==> src/rtl/fcc_pkg.sv <==
package fcc_pkg;

  // Window classification of one sampled voltage.
  typedef enum logic [1:0] {
    LVL_IN    = 2'd0,
    LVL_ABOVE = 2'd1,
    LVL_BELOW = 2'd2
  } lvl_e;

  // Switch pair selection.
  typedef enum logic [2:0] {
    P_NONE   = 3'd0,
    P_UPPER  = 3'd1,   // both upper switches
    P_LOWER  = 3'd2,   // both lower switches
    P_DIAG_A = 3'd3,   // upper outer + lower inner
    P_DIAG_B = 3'd4    // upper inner + lower outer
  } pat_e;

  // Controller operating mode.
  typedef enum logic [1:0] {
    M_IDLE     = 2'd0,
    M_ACT_LINK = 2'd1,
    M_ACT_FLY  = 2'd2,
    M_DRAIN    = 2'd3
  } mode_e;

  localparam int unsigned NGATE = 4;

  function automatic logic [NGATE-1:0] pat_bits(pat_e p);
    logic [NGATE-1:0] b;
    case (p)
      P_UPPER:  b = 4'b0011;
      P_LOWER:  b = 4'b1100;
      P_DIAG_A: b = 4'b0101;
      P_DIAG_B: b = 4'b1010;
      default:  b = 4'b0000;
    endcase
    return b;
  endfunction

  function automatic logic gates_legal(logic [NGATE-1:0] g);
    logic [2:0] ones;
    ones = 3'd0;
    for (int i = 0; i < NGATE; i++) ones = ones + {2'b00, g[i]};
    return (ones <= 3'd2) && (g != 4'b0110) && (g != 4'b1001);
  endfunction

endpackage

==> src/rtl/fcc_band_cmp.sv <==
module fcc_band_cmp
  import fcc_pkg::*;
#(
  parameter int unsigned W = 12
) (
  input  logic [W-1:0] value,
  input  logic [W-1:0] refv,
  input  logic [W-1:0] band,
  output lvl_e         lvl
);
  localparam int unsigned EW = W + 2;

  logic signed [EW-1:0] err;
  logic signed [EW-1:0] band_s;

  assign err    = $signed({2'b00, value}) - $signed({2'b00, refv});
  assign band_s = $signed({2'b00, band});

  always_comb begin
    if (err > band_s)       lvl = LVL_ABOVE;
    else if (err < -band_s) lvl = LVL_BELOW;
    else                    lvl = LVL_IN;
  end
endmodule

==> src/rtl/fcc_state_sel.sv <==
module fcc_state_sel
  import fcc_pkg::*;
#(
  parameter int unsigned W = 12
) (
  input  logic             clk,
  input  logic             rst_n,
  input  logic             sample_stb,
  input  logic             i_zero,
  input  lvl_e             lvl_hi,
  input  lvl_e             lvl_lo,
  input  lvl_e             lvl_fly,
  input  logic [W-1:0]     v_hi,
  input  logic [W-1:0]     v_lo,
  input  logic [W-1:0]     v_fly,
  output logic [NGATE-1:0] req_pat
);
  mode_e mode_q, mode_d;
  pat_e  code_q, code_d;

  logic region_q;    // both links inside their window
  logic up_src;
  logic fly_ok;
  pat_e fly_code;

  assign region_q = (lvl_hi == LVL_IN) && (lvl_lo == LVL_IN);
  assign up_src   = (lvl_hi == LVL_ABOVE) ||
                    ((lvl_lo == LVL_BELOW) && (lvl_hi != LVL_BELOW));

  // Quiet-region pick for the flying capacitor.
  always_comb begin
    fly_ok   = 1'b0;
    fly_code = P_NONE;
    if (lvl_fly == LVL_ABOVE) begin
      if (v_lo <= v_hi) begin
        if (v_lo < v_fly) begin fly_ok = 1'b1; fly_code = P_DIAG_B; end
      end else if (v_hi < v_fly) begin
        fly_ok = 1'b1; fly_code = P_DIAG_A;
      end
    end else if (lvl_fly == LVL_BELOW) begin
      if (v_hi >= v_lo) begin
        if (v_hi > v_fly) begin fly_ok = 1'b1; fly_code = P_DIAG_A; end
      end else if (v_lo > v_fly) begin
        fly_ok = 1'b1; fly_code = P_DIAG_B;
      end
    end
  end

  always_comb begin
    mode_d = mode_q;
    code_d = code_q;
    case (mode_q)
      M_IDLE: begin
        if (sample_stb) begin
          if (!region_q) begin
            mode_d = M_ACT_LINK;
            if (up_src) code_d = (lvl_fly == LVL_BELOW) ? P_DIAG_A : P_UPPER;
            else        code_d = P_LOWER;
          end else if (fly_ok) begin
            mode_d = M_ACT_FLY;
            code_d = fly_code;
          end
        end
      end
      M_ACT_LINK: begin
        if (sample_stb) begin
          if (region_q) begin
            mode_d = M_DRAIN;
            code_d = P_NONE;
          end else if ((code_q == P_DIAG_A) && (lvl_fly != LVL_BELOW) &&
                       (lvl_hi == LVL_ABOVE)) begin
            code_d = P_UPPER;
          end
        end
      end
      M_ACT_FLY: begin
        if (sample_stb && (lvl_fly == LVL_IN)) begin
          mode_d = M_DRAIN;
          code_d = P_NONE;
        end
      end
      M_DRAIN: begin
        if (i_zero) mode_d = M_IDLE;
      end
      default: begin
        mode_d = M_IDLE;
        code_d = P_NONE;
      end
    endcase
  end

  always_ff @(posedge clk or negedge rst_n) begin
    if (!rst_n) begin
      mode_q <= M_IDLE;
      code_q <= P_NONE;
    end else begin
      mode_q <= mode_d;
      code_q <= code_d;
    end
  end

  assign req_pat = ((mode_q == M_ACT_LINK) || (mode_q == M_ACT_FLY)) ?
                   pat_bits(code_q) : '0;


  drain_hold_chk: assert property (@(posedge clk) disable iff (!rst_n)
    (mode_q == M_DRAIN && !i_zero) |=> (mode_q == M_DRAIN));


  strobe_only_chk: assert property (@(posedge clk) disable iff (!rst_n)
    (!sample_stb && mode_q != M_DRAIN) |=> ($stable(mode_q) && $stable(code_q)));

endmodule

==> src/rtl/fcc_gate_seq.sv <==
module fcc_gate_seq
  import fcc_pkg::*;
#(
  parameter int unsigned CW = 8
) (
  input  logic             clk,
  input  logic             rst_n,
  input  logic [NGATE-1:0] req_pat,
  input  logic [CW-1:0]    dead_cycles,
  output logic [NGATE-1:0] gate_o
);
  logic [NGATE-1:0] gate_q, gate_d;
  logic [CW-1:0]    cnt_q, cnt_d;

  always_comb begin
    gate_d = gate_q;
    cnt_d  = (cnt_q != '0) ? cnt_q - 1'b1 : cnt_q;
    if (req_pat != gate_q) begin
      if (gate_q != '0) begin
        gate_d = '0;
        cnt_d  = dead_cycles;
      end else if (cnt_q == '0) begin
        gate_d = req_pat;
      end
    end
  end

  always_ff @(posedge clk or negedge rst_n) begin
    if (!rst_n) begin
      gate_q <= '0;
      cnt_q  <= '0;
    end else begin
      gate_q <= gate_d;
      cnt_q  <= cnt_d;
    end
  end

  // Final interlock.
  assign gate_o = gates_legal(gate_q) ? gate_q : '0;

  // Checker state for the all-off gap.
  logic [CW:0]      zrun_q;
  logic             seen_q;
  logic [NGATE-1:0] gprev_q;

  always_ff @(posedge clk or negedge rst_n) begin
    if (!rst_n) begin
      zrun_q  <= '0;
      seen_q  <= 1'b0;
      gprev_q <= '0;
    end else begin
      gprev_q <= gate_o;
      if (gate_o != '0) begin
        seen_q <= 1'b1;
        zrun_q <= '0;
      end else if (zrun_q != {(CW+1){1'b1}}) begin
        zrun_q <= zrun_q + 1'b1;
      end
    end
  end


  legal_out_chk: assert property (@(posedge clk) disable iff (!rst_n)
    ($countones(gate_o) <= 2 && gate_o != 4'b0110 && gate_o != 4'b1001));


  no_direct_swap_chk: assert property (@(posedge clk) disable iff (!rst_n)
    (gprev_q != '0 && gate_o != '0) |-> (gate_o == gprev_q));


  dead_gap_chk: assert property (@(posedge clk) disable iff (!rst_n)
    (seen_q && gprev_q == '0 && gate_o != '0) |-> (zrun_q > {1'b0, dead_cycles}));

endmodule

==> src/rtl/fc_chopper_ctrl.sv <==
module fc_chopper_ctrl
  import fcc_pkg::*;
#(
  parameter int unsigned W  = 12,
  parameter int unsigned CW = 8
) (
  input  logic          clk,
  input  logic          rst_n,
  input  logic          sample_stb,
  input  logic [W-1:0]  v_link_hi,
  input  logic [W-1:0]  v_link_lo,
  input  logic [W-1:0]  v_fly,
  input  logic [W-1:0]  ref_link,
  input  logic [W-1:0]  ref_fly,
  input  logic [W-1:0]  band_link,
  input  logic [W-1:0]  band_fly,
  input  logic          i_zero,
  input  logic [CW-1:0] dead_cycles,
  output logic [3:0]    gate
);
  localparam int unsigned NCMP = 3;

  // Reset: asserted asynchronously, released on the clock.
  logic [1:0] rsync_q;
  logic       rst_s;

  always_ff @(posedge clk or negedge rst_n) begin
    if (!rst_n) rsync_q <= 2'b00;
    else        rsync_q <= {rsync_q[0], 1'b1};
  end
  assign rst_s = rsync_q[1];

  logic [W-1:0] cmp_val  [NCMP];
  logic [W-1:0] cmp_ref  [NCMP];
  logic [W-1:0] cmp_band [NCMP];
  lvl_e         cmp_lvl  [NCMP];

  assign cmp_val[0] = v_link_hi;  assign cmp_ref[0] = ref_link; assign cmp_band[0] = band_link;
  assign cmp_val[1] = v_link_lo;  assign cmp_ref[1] = ref_link; assign cmp_band[1] = band_link;
  assign cmp_val[2] = v_fly;      assign cmp_ref[2] = ref_fly;  assign cmp_band[2] = band_fly;

  for (genvar g = 0; g < NCMP; g++) begin : g_cmp
    fcc_band_cmp #(.W(W)) u_cmp (
      .value (cmp_val[g]),
      .refv  (cmp_ref[g]),
      .band  (cmp_band[g]),
      .lvl   (cmp_lvl[g])
    );
  end

  logic [NGATE-1:0] req_pat;

  fcc_state_sel #(.W(W)) u_sel (
    .clk        (clk),
    .rst_n      (rst_s),
    .sample_stb (sample_stb),
    .i_zero     (i_zero),
    .lvl_hi     (cmp_lvl[0]),
    .lvl_lo     (cmp_lvl[1]),
    .lvl_fly    (cmp_lvl[2]),
    .v_hi       (v_link_hi),
    .v_lo       (v_link_lo),
    .v_fly      (v_fly),
    .req_pat    (req_pat)
  );

  fcc_gate_seq #(.CW(CW)) u_seq (
    .clk         (clk),
    .rst_n       (rst_s),
    .req_pat     (req_pat),
    .dead_cycles (dead_cycles),
    .gate_o      (gate)
  );


  reset_off_chk: assert property (@(posedge clk) !rst_s |-> (gate == 4'b0000));

endmodule

==> config.mk <==
export PLATFORM = sky130hd
export DESIGN_NAME = fc_chopper_ctrl
export DESIGN_NICKNAME = d
export VERILOG_FILES = /design/src/rtl/fcc_pkg.sv /design/src/rtl/fcc_band_cmp.sv /design/src/rtl/fcc_state_sel.sv /design/src/rtl/fcc_gate_seq.sv /design/src/rtl/fc_chopper_ctrl.sv
export SDC_FILE = /design/constraint.sdc
export NUM_CORES = 1
export LEC_CHECK = 0
export BUFFER_PORTS_ARGS = -buffer_cell sky130_fd_sc_hd__buf_2
export CAP_MARGIN = 5
export CORE_UTILIZATION = 54
export CTS_BUF_LIST = sky130_fd_sc_hd__clkbuf_8
export DETAILED_ROUTE_END_ITERATION = 16
export PLACE_DENSITY = 0.84
export SLEW_MARGIN = 10
export SYNTH_ARGS = -nofsm -noshare
export SYNTH_HDL_FRONTEND = slang
export SYNTH_SLANG_ARGS = --single-unit
==> constraint.sdc <==
create_clock -name clk -period 2.4 [get_ports clk]
set_input_delay 0.48 -clock clk [delete_from_list [all_inputs] [get_ports clk]]
set_output_delay 0.48 -clock clk [all_outputs]
set_load 0.05 [all_outputs]
==> metrics.md <==
| Metric | Value |
|---|---|
| Status | `complete, but fails checks` |
| Failing checks | `negative setup slack` |
| DRT antenna net count | `0` |
| Layout fillers | `550` |
| Final cycle utilization of the critical path | `202%` |
| Initial antenna violation count | `1` |
| Syn Nets | `1047` |
| Crit path kind | `input port to register` |
| Hold WC Path Type | `register to asynchronous set/reset pin` |
| Top_reg_cell synth | `dfrtp_1` |
| Hold Slack | `302 ps` |
| Die X | `109 um` |
| Worst r2r src | `u_sel.mode_q[1]$_DFFE_PN0P_` |
| Clock Pin Slew Worst Setup and Hold Paths | `80 ps` |
| WL final | `24200 um` |
| R2R cell count | `9` |
| Crit path max fanout | `4` |
| Yosys warnings | `0` |
| Final Setup Violations | `9` |
| Routability cong. | `1.00` |
| Slowest stage delay, CP | `670 ps` |
| R2r endpoint | `u_seq.gate_q[0]$_DFFE_PN0P_` |
| Pwr/cell area | `530 nW/um2` |
| Clk sink count | `19` |
| Setup TNS | `-13670 ps` |
| Largest net degree at the start of global routing | `18` |
| Post-DP HPWL | `17400 um` |
| Starting Density | `55.9%` |
| Post-synth EDFFs | `0` |
| Leakage | `0.00477 uW` |
| Grt total ovfl | `0` |
| Avg Synthesized Cell Area | `7.79 um2` |
| I/O Buffers | `99` |
| Tmin final | `4860 ps` |
| Drt wl/cell | `18.9 um` |
| Final net count | `1395` |
| Root Driver | `clkbuf_8` |
| Overall routing resource usage | `36.6%` |
| Worst Max-Slew Pin Slew | `807 ps` |
| IO Count | `100` |
| Final Max Slew Viols | `0` |
| H-tree depth | `1` |
| CTS tree | `yes` |
| Vias in the first global route | `7841` |
| Number of placed instances, taps included | `1249` |
| Skew-Pair Late Insertion Delay | `270 ps` |
| Max rail drop VDD | `0.802 mV` |
| Share of layout cells above drive strength 1 | `39.0%` |
| Tot Pwr | `4880 uW` |
| DRC | `0` |
| Flops & latches, synth | `19` |
| Final Non-Filler Cells | `1277` |
| Worst endpoint data arrival time | `5020 ps` |
| Setup WS post-layout | `-2460 ps` |
| CTS max path bufs | `2` |
| DRT Pass-1 Iters | `8` |
| MaxCap Viol Count | `0` |
| Row Count | `38` |
| Final hold vios | `0` |
| Pre-CTS setup slack | `-2530 ps` |
| Crit. Startpoint | `ref_link[3]` |
| DRT iter0 DRCs | `758` |
| Mapped Cells | `789` |
| Worst setup endpoint | `u_sel.code_q[0]$_DFFE_PN0P_` |
| Vias per std cell | `6.14` |
| Worst Path Required | `2560 ps` |
| DIE AREA | `11800 um2` |
| Total CTS buffers | `3` |
| Vias | `7842` |
| Synth async-reset ratio | `100%` |
| RSZ-0062 raised after global routing | `yes` |
| Worst Setup End Kind | `register` |
| Seq/Total Area, Yosys | `7.74%` |
| Distinct cells, synth | `77` |
| Worst path cell trace | `buf_2, inv_1, buf_4, ha_1, a21boi_1, o21ai_2, a21boi_2, o21ai_2, a21boi_2, o21ai_1, nor2b_1, xnor2_1, ha_1, a21oi_1, o21ai_0, a221oi_1, a21oi_1, nand4_1, buf_6, o22ai_4, o311ai_4, o22ai_4, mux2_4` |
| Relative slew slack | `46.1%` |
| Setup Skew | `8.90 ps` |
| Die Ht | `109 um` |
| Worst path slowest cell | `a21boi_1` |
| Mapped Area | `6140 um2` |
| Global-route wire length before repair | `34200 um` |
| Fmax achieved | `206 MHz` |
| Core Area | `11000 um2` |
| Area Growth Syn to Fin | `49.8%` |
| Startpoint type of the worst setup path | `input port` |
| Reg-to-reg slack, setup | `70 ps` |
==> flip-flops by register name (all words and copies together), names as in the netlist <==
signal	count
rsync_q	2
u_sel.code_q	3
u_seq.gate_q	4
u_sel.mode_q	2
u_seq.cnt_q	8
==> area by class of cell <==
cell class	count	area (um2)	share of cell area, %
repair buffers	347	2430	26.4
multi-input cells	658	5660	61.5
clock buffers	3	41.3	0.449
inverters	108	418	4.54
flip-flops and latches	19	475	5.17
diodes	1	2.50	0.0272
well taps	140	175	1.90
clock inverters	1	5.00	0.0544
==> cell families after synthesis <==
family / after synthesis / share of synthesized area (%)
xor gates and xnor gates: 54 / 7.94
buffers and inverters: 112 / 6.86
AOI/OAI and AO/OA: 204 / 24.0
DFF: 19 / 7.74
and+or+nand+nor: 231 / 18.9
adders and majority gates: 162 / 33.5
muxes: 6 / 1.06
other: 1 / 0.0610
==> cells in the final DEF, fill, tap and decap left out, drive strengths merged, types with 13 or more instances in the layout <==
cell type  Yosys  final
o21ai         39     39
a21oi         53     53
buf            1    346
nand2         57     57
nand4         16     16
nand3         14     14
nor3          21     21
nor2          58     58
a21o          19     19
nor2b         20     20
xnor2         41     41
xor2          13     13
dfrtp         19     19
inv          108    108
ha           158    158
==> through the flow <==
| stage | util (%) | area (um2) |
|---|---|---|
| after floorplan | - | 6280 |
| after global placement | 78.5 | 8620 |
| after detailed placement | 78.5 | 8620 |
| after CTS | 80.9 | 8880 |
| after global routing | 83.8 | 9200 |
| final | 83.8 | 9200 |
==> per-layer routing <==
| metal | global-route usage [%] | part of all wire, % | vias to the layer above |
|---|---|---|---|
| li1 | - | - | 3541 |
| met1 | 38.2 | 35 | 3569 |
| met2 | 68.0 | 48 | 512 |
| met3 | 5.80 | 8.1 | 220 |
| met4 | 22.9 | 8.8 | 0 |
| met5 | 0 | 0 | - |
==> how the worst min path moves through the flow <==
stage / startpoint / cells past startpoint / end
after global routing: rsync_q[1]$_DFF_PN0_ / 0 / u_sel.mode_q[1]$_DFFE_PN0P_
after floorplan: rst_n / 0 / rsync_q[0]$_DFF_PN0_
final: rsync_q[1]$_DFF_PN0_ / 0 / u_sel.mode_q[1]$_DFFE_PN0P_
after CTS: rsync_q[1]$_DFF_PN0_ / 0 / u_seq.cnt_q[6]$_DFF_PN0_
after global placement: rst_n / 1 / rsync_q[0]$_DFF_PN0_
after detailed placement: rst_n / 1 / rsync_q[1]$_DFF_PN0_
==> critical path, delay by kind of cell <==
family                   cells  cell delay, ps
AO/OA/AOI/OAI               13            2720
adder cells (fa/ha/maj)      2             580
buffers and inverters        4             450
multiplexers                 1             310
AND/OR/NAND/NOR              2             260
XOR/XNOR                     1             220
==> synthesized netlist by cell type, drive strengths merged (13+ instances only) <==
cell type	number	area [um2]
nor3	21	116
xnor2	41	367
a21oi	53	265
nand2	57	214
nor2b	20	125
ha	158	1980
nand4	16	100
inv	108	405
xor2	13	121
nor2	58	218
a21o	19	144
o21ai	39	195
dfrtp	19	475
nand3	14	70.1
==> report_power, final <==
part | total (uW) | switching, uW | internal, uW
combinational | 4060 | 2120 | 1940
clock | 240 | 124 | 116
sequential | 579 | 135 | 444
==> repair_timing <==
item | 4_1_cts | 5_1_grt
endpoints found under the hold margin | 2 | 0
resized for setup | 23 | 58
pin swaps | 24 | 34
buffers inserted | 16 | 6
hold buffers | 1 | 0
endpoints found under the setup margin | 17 | 17
No activity file was read; power rests on OpenSTA's default activity.
